==> src/rtl/flash_io_pkg.sv <==
package flash_io_pkg;

    typedef enum logic [2:0] {
        RSEL_CTRL  = 3'd0,
        RSEL_PAGE  = 3'd1,
        RSEL_ROW   = 3'd2,
        RSEL_COL   = 3'd3,
        RSEL_DATA  = 3'd4,
        RSEL_PTIME = 3'd5
    } rsel_e;

    typedef enum logic [1:0] {
        SQ_IDLE = 2'd0,
        SQ_READ = 2'd1,
        SQ_PROG = 2'd2
    } sq_state_e;

    typedef struct packed {
        logic       en;
        logic [2:0] ws;
    } ctrl_t;

    function automatic logic [7:0] clamp_len(input logic [7:0] v,
                                             input logic [7:0] lo,
                                             input logic [7:0] hi);
        if (v < lo)      return lo;
        else if (v > hi) return hi;
        else             return v;
    endfunction

endpackage

==> src/rtl/fio_regs.sv <==
module fio_regs
    import flash_io_pkg::*;
#(
    parameter int PAGE_W   = 1,
    parameter int ROW_W    = 2,
    parameter int COL_W    = 8,
    parameter int PROG_MIN = 16,
    parameter int PROG_MAX = 24
) (
    input  logic              clk,
    input  logic              rst,
    input  logic              wr_en,
    input  rsel_e             sel,
    input  logic [7:0]        wdata,
    input  logic              adv,
    input  logic              viol,
    input  logic              erase,
    output logic [PAGE_W-1:0] page,
    output logic [ROW_W-1:0]  row,
    output logic [COL_W-1:0]  col,
    output ctrl_t             ctrl,
    output logic [7:0]        len,
    output logic              err,
    output logic [7:0]        rd_val
);
    localparam logic [7:0] LEN_LO = 8'(PROG_MIN);
    localparam logic [7:0] LEN_HI = 8'(PROG_MAX);

    logic [7:0] ptime;

    always_ff @(posedge clk) begin
        if (rst) begin
            page  <= '0;
            row   <= '0;
            col   <= '0;
            ctrl  <= '0;
            ptime <= LEN_LO;
            err   <= 1'b0;
        end else begin
            if (wr_en) begin
                case (sel)
                    RSEL_CTRL:  ctrl  <= '{en: wdata[0], ws: wdata[3:1]};
                    RSEL_PAGE:  page  <= wdata[PAGE_W-1:0];
                    RSEL_ROW:   row   <= wdata[ROW_W-1:0];
                    RSEL_COL:   col   <= wdata[COL_W-1:0];
                    RSEL_PTIME: ptime <= wdata;
                    default: ;
                endcase
            end
            if (adv) begin
                col <= col + 1'b1;
                if (&col) begin
                    row <= row + 1'b1;
                    if (&row) page <= page + 1'b1;
                end
            end
            if (erase)     err <= 1'b0;
            else if (viol) err <= 1'b1;
        end
    end

    assign len = clamp_len(ptime, LEN_LO, LEN_HI);

    always_comb begin
        case (sel)
            RSEL_CTRL:  rd_val = {err, 3'b000, ctrl.ws, ctrl.en};
            RSEL_PAGE:  rd_val = 8'(page);
            RSEL_ROW:   rd_val = 8'(row);
            RSEL_COL:   rd_val = 8'(col);
            RSEL_PTIME: rd_val = ptime;
            default:    rd_val = 8'h00;
        endcase
    end

endmodule

==> src/rtl/fio_guard.sv <==
module fio_guard #(
    parameter int AW         = 11,
    parameter int RI_W       = 3,
    parameter int ROW_BUDGET = 100
) (
    input  logic            clk,
    input  logic            rst,
    input  logic            erase,
    input  logic [AW-1:0]   byte_idx,
    input  logic [RI_W-1:0] row_idx,
    input  logic [7:0]      len,
    input  logic            commit,
    output logic            byte_free,
    output logic            budget_ok
);
    localparam int NB    = 1 << AW;
    localparam int NR    = 1 << RI_W;
    localparam int ACC_W = $clog2(ROW_BUDGET + 256) + 1;

    logic [NB-1:0]    done;
    logic [ACC_W-1:0] acc [NR];
    logic [ACC_W-1:0] acc_sel;

    always_ff @(posedge clk) begin
        if (rst || erase) done <= '0;
        else if (commit)  done[byte_idx] <= 1'b1;
    end

    always_ff @(posedge clk) begin
        for (int i = 0; i < NR; i++) begin
            if (rst || erase)
                acc[i] <= '0;
            else if (commit && row_idx == RI_W'(i))
                acc[i] <= acc[i] + ACC_W'(len);
        end
    end

    assign acc_sel   = acc[row_idx];
    assign byte_free = !done[byte_idx];
    assign budget_ok = (acc_sel + ACC_W'(len)) <= ACC_W'(ROW_BUDGET);

endmodule

==> src/rtl/fio_seq.sv <==
module fio_seq
    import flash_io_pkg::*;
(
    input  logic       clk,
    input  logic       rst,
    input  logic       req_rd,
    input  logic       req_wr,
    input  logic       sel_data,
    input  ctrl_t      ctrl,
    input  logic [7:0] len,
    input  logic       byte_free,
    input  logic       budget_ok,
    input  logic [7:0] fl_rdata,
    input  logic [7:0] reg_rdata,
    input  logic [7:0] wdata,
    output logic       busy,
    output logic       ack,
    output logic [7:0] rdata,
    output logic       adv,
    output logic       commit,
    output logic       viol,
    output logic       reg_wr,
    output logic       prog,
    output logic [7:0] pdata
);
    sq_state_e  state;
    logic [7:0] cnt;
    logic       accept, data_wr, done_now;

    assign accept   = (req_rd || req_wr) && (state == SQ_IDLE);
    assign data_wr  = accept && req_wr && sel_data && ctrl.en;
    assign commit   = data_wr && byte_free && budget_ok;
    assign viol     = data_wr && !(byte_free && budget_ok);
    assign reg_wr   = accept && req_wr && !sel_data;
    assign done_now = (state != SQ_IDLE) && (cnt == 8'd0);
    assign adv      = (accept && sel_data && !ctrl.en) || viol || done_now;
    assign busy     = (state != SQ_IDLE);
    assign prog     = (state == SQ_PROG);

    always_ff @(posedge clk) begin
        if (rst) begin
            state <= SQ_IDLE;
            cnt   <= '0;
            ack   <= 1'b0;
            rdata <= '0;
            pdata <= '0;
        end else begin
            ack <= 1'b0;
            case (state)
                SQ_IDLE: begin
                    if (accept) begin
                        if (!sel_data) begin
                            ack   <= 1'b1;
                            rdata <= req_wr ? 8'h00 : reg_rdata;
                        end else if (!ctrl.en || viol) begin
                            ack   <= 1'b1;
                            rdata <= 8'h00;
                        end else if (commit) begin
                            state <= SQ_PROG;
                            cnt   <= len - 8'd1;
                            pdata <= wdata;
                        end else begin
                            state <= SQ_READ;
                            cnt   <= 8'(ctrl.ws);
                        end
                    end
                end
                SQ_READ: begin
                    if (cnt == 8'd0) begin
                        state <= SQ_IDLE;
                        ack   <= 1'b1;
                        rdata <= fl_rdata;
                    end else begin
                        cnt <= cnt - 8'd1;
                    end
                end
                SQ_PROG: begin
                    if (cnt == 8'd0) begin
                        state <= SQ_IDLE;
                        ack   <= 1'b1;
                        rdata <= 8'h00;
                    end else begin
                        cnt <= cnt - 8'd1;
                    end
                end
                default: state <= SQ_IDLE;
            endcase
        end
    end

endmodule

==> src/rtl/flash_io_ctrl.sv <==
module flash_io_ctrl
    import flash_io_pkg::*;
#(
    parameter int PAGE_W     = 1,
    parameter int ROW_W      = 2,
    parameter int COL_W      = 8,
    parameter int PROG_MIN   = 16,
    parameter int PROG_MAX   = 24,
    parameter int ROW_BUDGET = 100,
    localparam int AW        = PAGE_W + ROW_W + COL_W,
    localparam int RI_W      = PAGE_W + ROW_W
) (
    input  logic          clk,
    input  logic          rst,
    input  logic          io_rd,
    input  logic          io_wr,
    input  logic [2:0]    io_sel,
    input  logic [7:0]    io_wdata,
    output logic [7:0]    io_rdata,
    output logic          io_ack,
    output logic          io_wait,
    input  logic          erase,
    output logic          err,
    output logic [AW-1:0] fl_addr,
    input  logic [7:0]    fl_rdata,
    output logic [7:0]    fl_wdata,
    output logic          fl_prog
);
    rsel_e             sel;
    ctrl_t             ctrl;
    logic [PAGE_W-1:0] page;
    logic [ROW_W-1:0]  row;
    logic [COL_W-1:0]  col;
    logic [7:0]        len, reg_rdata;
    logic              adv, viol, commit, reg_wr, byte_free, budget_ok;

    assign sel     = rsel_e'(io_sel);
    assign fl_addr = {page, row, col};

    fio_regs #(
        .PAGE_W(PAGE_W), .ROW_W(ROW_W), .COL_W(COL_W),
        .PROG_MIN(PROG_MIN), .PROG_MAX(PROG_MAX)
    ) u_regs (
        .clk(clk), .rst(rst), .wr_en(reg_wr), .sel(sel), .wdata(io_wdata),
        .adv(adv), .viol(viol), .erase(erase),
        .page(page), .row(row), .col(col), .ctrl(ctrl), .len(len),
        .err(err), .rd_val(reg_rdata)
    );

    fio_guard #(
        .AW(AW), .RI_W(RI_W), .ROW_BUDGET(ROW_BUDGET)
    ) u_guard (
        .clk(clk), .rst(rst), .erase(erase),
        .byte_idx(fl_addr), .row_idx({page, row}), .len(len), .commit(commit),
        .byte_free(byte_free), .budget_ok(budget_ok)
    );

    fio_seq u_seq (
        .clk(clk), .rst(rst), .req_rd(io_rd), .req_wr(io_wr),
        .sel_data(sel == RSEL_DATA), .ctrl(ctrl), .len(len),
        .byte_free(byte_free), .budget_ok(budget_ok),
        .fl_rdata(fl_rdata), .reg_rdata(reg_rdata), .wdata(io_wdata),
        .busy(io_wait), .ack(io_ack), .rdata(io_rdata), .adv(adv),
        .commit(commit), .viol(viol), .reg_wr(reg_wr), .prog(fl_prog),
        .pdata(fl_wdata)
    );

endmodule

==> config.mk <==
export PLATFORM = sky130hd
export DESIGN_NAME = flash_io_ctrl
export DESIGN_NICKNAME = d
export VERILOG_FILES = /design/src/rtl/flash_io_pkg.sv /design/src/rtl/fio_regs.sv /design/src/rtl/fio_guard.sv /design/src/rtl/fio_seq.sv /design/src/rtl/flash_io_ctrl.sv
export SDC_FILE = /design/constraint.sdc
export NUM_CORES = 2
export LEC_CHECK = 0
export ABC_CLOCK_PERIOD_IN_PS = 11800
export BUFFER_PORTS_ARGS = -buffer_cell sky130_fd_sc_hd__buf_2
export CORE_MARGIN = 5
export CORE_UTILIZATION = 55
export DETAILED_ROUTE_END_ITERATION = 8
export PLACE_DENSITY = 0.71
export SYNTH_ARGS = -nofsm -noshare
export SYNTH_HDL_FRONTEND = slang
export SYNTH_SLANG_ARGS = --single-unit
==> constraint.sdc <==
create_clock -name clk -period 11.8 [get_ports clk]
set_input_delay 2.36 -clock clk [delete_from_list [all_inputs] [get_ports clk]]
set_output_delay 2.36 -clock clk [all_outputs]
set_load 0.005 [all_outputs]
==> results.py <==
metrics = {
    "synthesis": {
        "syn-mean-instance-area_um2": 11.01,
        "synth.area.top_cells": "dfxtp_1 48%, a22o_1 19%, mux2i_1 11%",
        "synth_top_area_share_pct": 47.80,
        "ys.flop_type": "dfxtp_1",
        "yosys.area.top_type": "dfxtp_1",
        "seq_area_frac_synth_pct": 50.53,
        "yosysWarnings": 0,
        "yosysUniqueCellTypes": 81,
        "synthArstFlopShare_pct": 0,
        "synth_cells": 7983,
        "ys_ff_latch": 2179,
        "synth_area_mm2": 0.08791,
        "synth_edf_count": 80,
    },
    "sta": {
        "timing.fmax_mhz": 115.3,
        "setup_viol": 0,
        "rsz0062_at_grt": "false",
        "fin_tns_setup_ns": 0,
        "holdWs_ns": 0.4704,
        "finalHoldViolations": 0,
        "maxSlewViolCount": 0,
        "period_share_pct": 73.49,
        "period_minus_slack_ns": 8.672,
        "slew_headroom_pct": 8.447,
        "worstMarginPinSlew_ns": 1.372,
        "fin_worst_skew_ns": 0.04484,
    },
    "power": {
        "p_clk_share_pct": 47.4,
        "p_int_mw": 11.61,
        "powerDensity_mw_per_mm2": 155.2,
        "power_mw": 14.99,
        "ir_worst_vdd_v": 0.0001749,
        "seqPwrFrac_pct": 49.6,
        "power_frac_comb_pct": 3.1,
        "netSwitchingPower_mw": 3.385,
        "switching_share_pct": 22.58,
        "p_leak_nw": 33.76,
    },
    "detailed_routing": {
        "ant_nets": 0,
        "wl_met2_mm": 129.4,
        "top_layer": "met5",
        "route.detailed.drc": 0,
        "drt_iter0_drc": 10469,
        "routedWlPerCell_um": 30.25,
        "firstDrtPassIters": 6,
        "vias_per_cell": 7.151,
        "wl_met1_mm": 120.0,
        "vias": 70233,
        "wl_met3_mm": 32.90,
        "drt-total-wl_mm": 297.1,
    },
    "finish": {
        "area_delta_synth_final_pct": 9.871,
        "drive_above_1_share_pct": 10.20,
        "final_nets": 7680,
    },
    "global_route": {
        "grt-ovfl-total": 0,
        "grt_pass1_vias": 66163,
        "antenna_found_initial": 4,
        "grt_pass1_wl_mm": 435.6,
        "grt_max_degree": 241,
        "track_usage_pct": 33.55,
    },
    "clock_tree": {
        "htreeDepth": 4,
        "clockRootBuffer": "clkbuf_16",
        "cts_hold_buf": 0,
        "tritoncts": "yes",
        "clock_latency_ns": 0.88,
        "clockBufferDepth": 3,
        "post-cts-setup-buffers": 0,
        "clock-sinks": 2179,
        "cts.repair.resized": 0,
        "cts_buffers": 213,
        "clk_pin_slew_worst_paths_ns": 0.06,
    },
    "critical_path": {
        "critPathArrivalTime_ns": 9.46,
        "reg2reg_depth": 16,
        "start_kind": "flop",
        "required_ns": 12.59,
        "worst-path-max-fanout": 100,
        "slowest_delay_ns": 1.03,
        "worstSetupPathType": "reg2reg",
        "crit_slowest_cell": "dfxtp_4",
        "path_cells": "buf_12, buf_4, mux2i_1, o22ai_1, nor4_1, nand2_1, a22oi_1, nand4_1, a22oi_1, nand3_1, nor3_4, buf_12, nand2_4, nor2_4, buf_4, a22o_1",
        "cp-end-kind": "flop",
    },
    "floorplan": {
        "num_rows": 146,
        "ios": 55,
        "design.die.area_mm2": 0.1679,
        "coreArea_mm2": 0.1586,
        "start_util_pct": 55.44,
        "die_h_um": 409.8,
        "die_w_um": 409.8,
    },
    "flow_run": {
        "cap_violations": 0,
    },
    "placement": {
        "hpwlAfterDp_mm": 159.1,
        "gp_congestion": 0.8706,
        "port-buffer-count": 54,
    },
    "hold_path": {
        "hold-path-cell-count": 2,
        "hold_path_class": "reg2reg",
    },
    "run_status": {
        "status": "complete, no violations",
    },
}
[power by group through the flow]
stage	Clock (mW)	Combinational [mW]	Sequential [mW]
finish	7.10	0.458	7.43
global route	7.46	0.477	7.43
CTS	7.12	0.442	7.43
detailed placement	0	0.441	7.60
global placement	0	0.433	7.60
floorplan	0	0.323	7.58
[routing by layer]
metal	vias to the layer above	GRT usage, %
li1	29769	-
met1	35249	46.31
met2	4341	50.52
met3	872	7.177
met4	2	15.42
met5	-	0
[cells by family after synthesis]
family	Yosys count	share of synthesized area, %
compound gates	2841	25.95
xor+xnor	53	0.5281
fa+ha+maj	95	1.429
buf+inv	984	4.795
flops	2179	50.53
mux	1023	12.09
other cells	2	0.008543
simple gates	806	4.664
[flip-flops by register name, summed over array words and instances, names as in the netlist]
register / flops
u_guard.acc: 80
u_guard.done: 2048
u_regs.col: 8
u_regs.ctrl: 4
u_regs.err: 1
u_regs.page: 1
u_regs.ptime: 8
u_regs.row: 2
u_seq.ack: 1
u_seq.cnt: 8
u_seq.pdata: 8
u_seq.rdata: 8
u_seq.state: 2
[final cells by class]
type                    instances  area [µm²]
flip-flops and latches       2179       44430
inverters                      65       244.0
well taps                    2072        2592
clock inverters                89       993.5
fillers                     12579       61980
clock buffers                 311        6386
multi-input cells            4854       39890
repair buffers                248        2034
diodes                          4       10.01
[critical path: cells and delay by family (launching register included)]
family | cells | cell delay, ns
buffers and inverters | 4 | 3.00
and+or+nand+nor | 7 | 2.25
muxes | 1 | 0.29
AOI/OAI and AO/OA | 4 | 1.67
DFF | 1 | 1.03
[cells in the mapped netlist, types with 11 or more instances]
| cell type | n |
|---|---|
| a211oi_1 | 21 |
| a21o_1 | 33 |
| a21oi_1 | 119 |
| a22o_1 | 1928 |
| a22oi_1 | 44 |
| a31oi_1 | 23 |
| a41oi_1 | 65 |
| and3_1 | 13 |
| buf_1 | 47 |
| buf_2 | 260 |
| buf_6 | 21 |
| clkbuf_1 | 580 |
| dfxtp_1 | 2099 |
| edfxtp_1 | 80 |
| ha_1 | 86 |
| inv_1 | 64 |
| mux2i_1 | 989 |
| mux4_2 | 31 |
| nand2_1 | 123 |
| nand2b_1 | 12 |
| nand3_1 | 28 |
| nor2_1 | 335 |
| nor2_2 | 11 |
| nor2b_1 | 41 |
| nor3_1 | 33 |
| nor3_2 | 11 |
| nor4_1 | 130 |
| o21ai_0 | 37 |
| o21bai_1 | 18 |
| o22ai_1 | 512 |
| xnor2_1 | 34 |
| xor2_1 | 19 |
[final timing paths]
check / slack [ns] / startpoint / end
setup / recovery: 3.13 / u_regs.col[1]$_SDFFE_PP0P_ / u_guard.done[936]$_SDFFE_PN0P_
hold / removal: 0.47 / u_guard.done[863]$_SDFFE_PN0P_ / u_guard.done[863]$_SDFFE_PN0P_
setup reg to reg: 3.13 / u_regs.col[1]$_SDFFE_PP0P_ / u_guard.done[936]$_SDFFE_PN0P_
hold reg to reg: 0.47 / u_guard.done[863]$_SDFFE_PN0P_ / u_guard.done[863]$_SDFFE_PN0P_
[layout by cell type (no fill, tap or decap), types with 86 or more instances in the layout]
cell	n
a21oi_1	119
ha_1	86
o22ai_1	512
nand2_1	123
buf_4	170
dfxtp_1	2094
clkbuf_16	219
a22o_1	1928
nor4_1	130
nor2_1	263
mux2i_1	989
[stage by stage]
step	util, %	cell area (µm²)	setup WS [ns]	std cells
after floorplan	-	88030	5.944	8017
after global placement	56.23	89160	3.599	9417
after detailed placement	56.23	89160	3.545	9417
after CTS	60.89	96540	3.438	9817
after global routing	60.91	96570	3.155	9818
final	60.91	96580	3.128	9822
No activity file was read; power rests on OpenSTA's default activity.
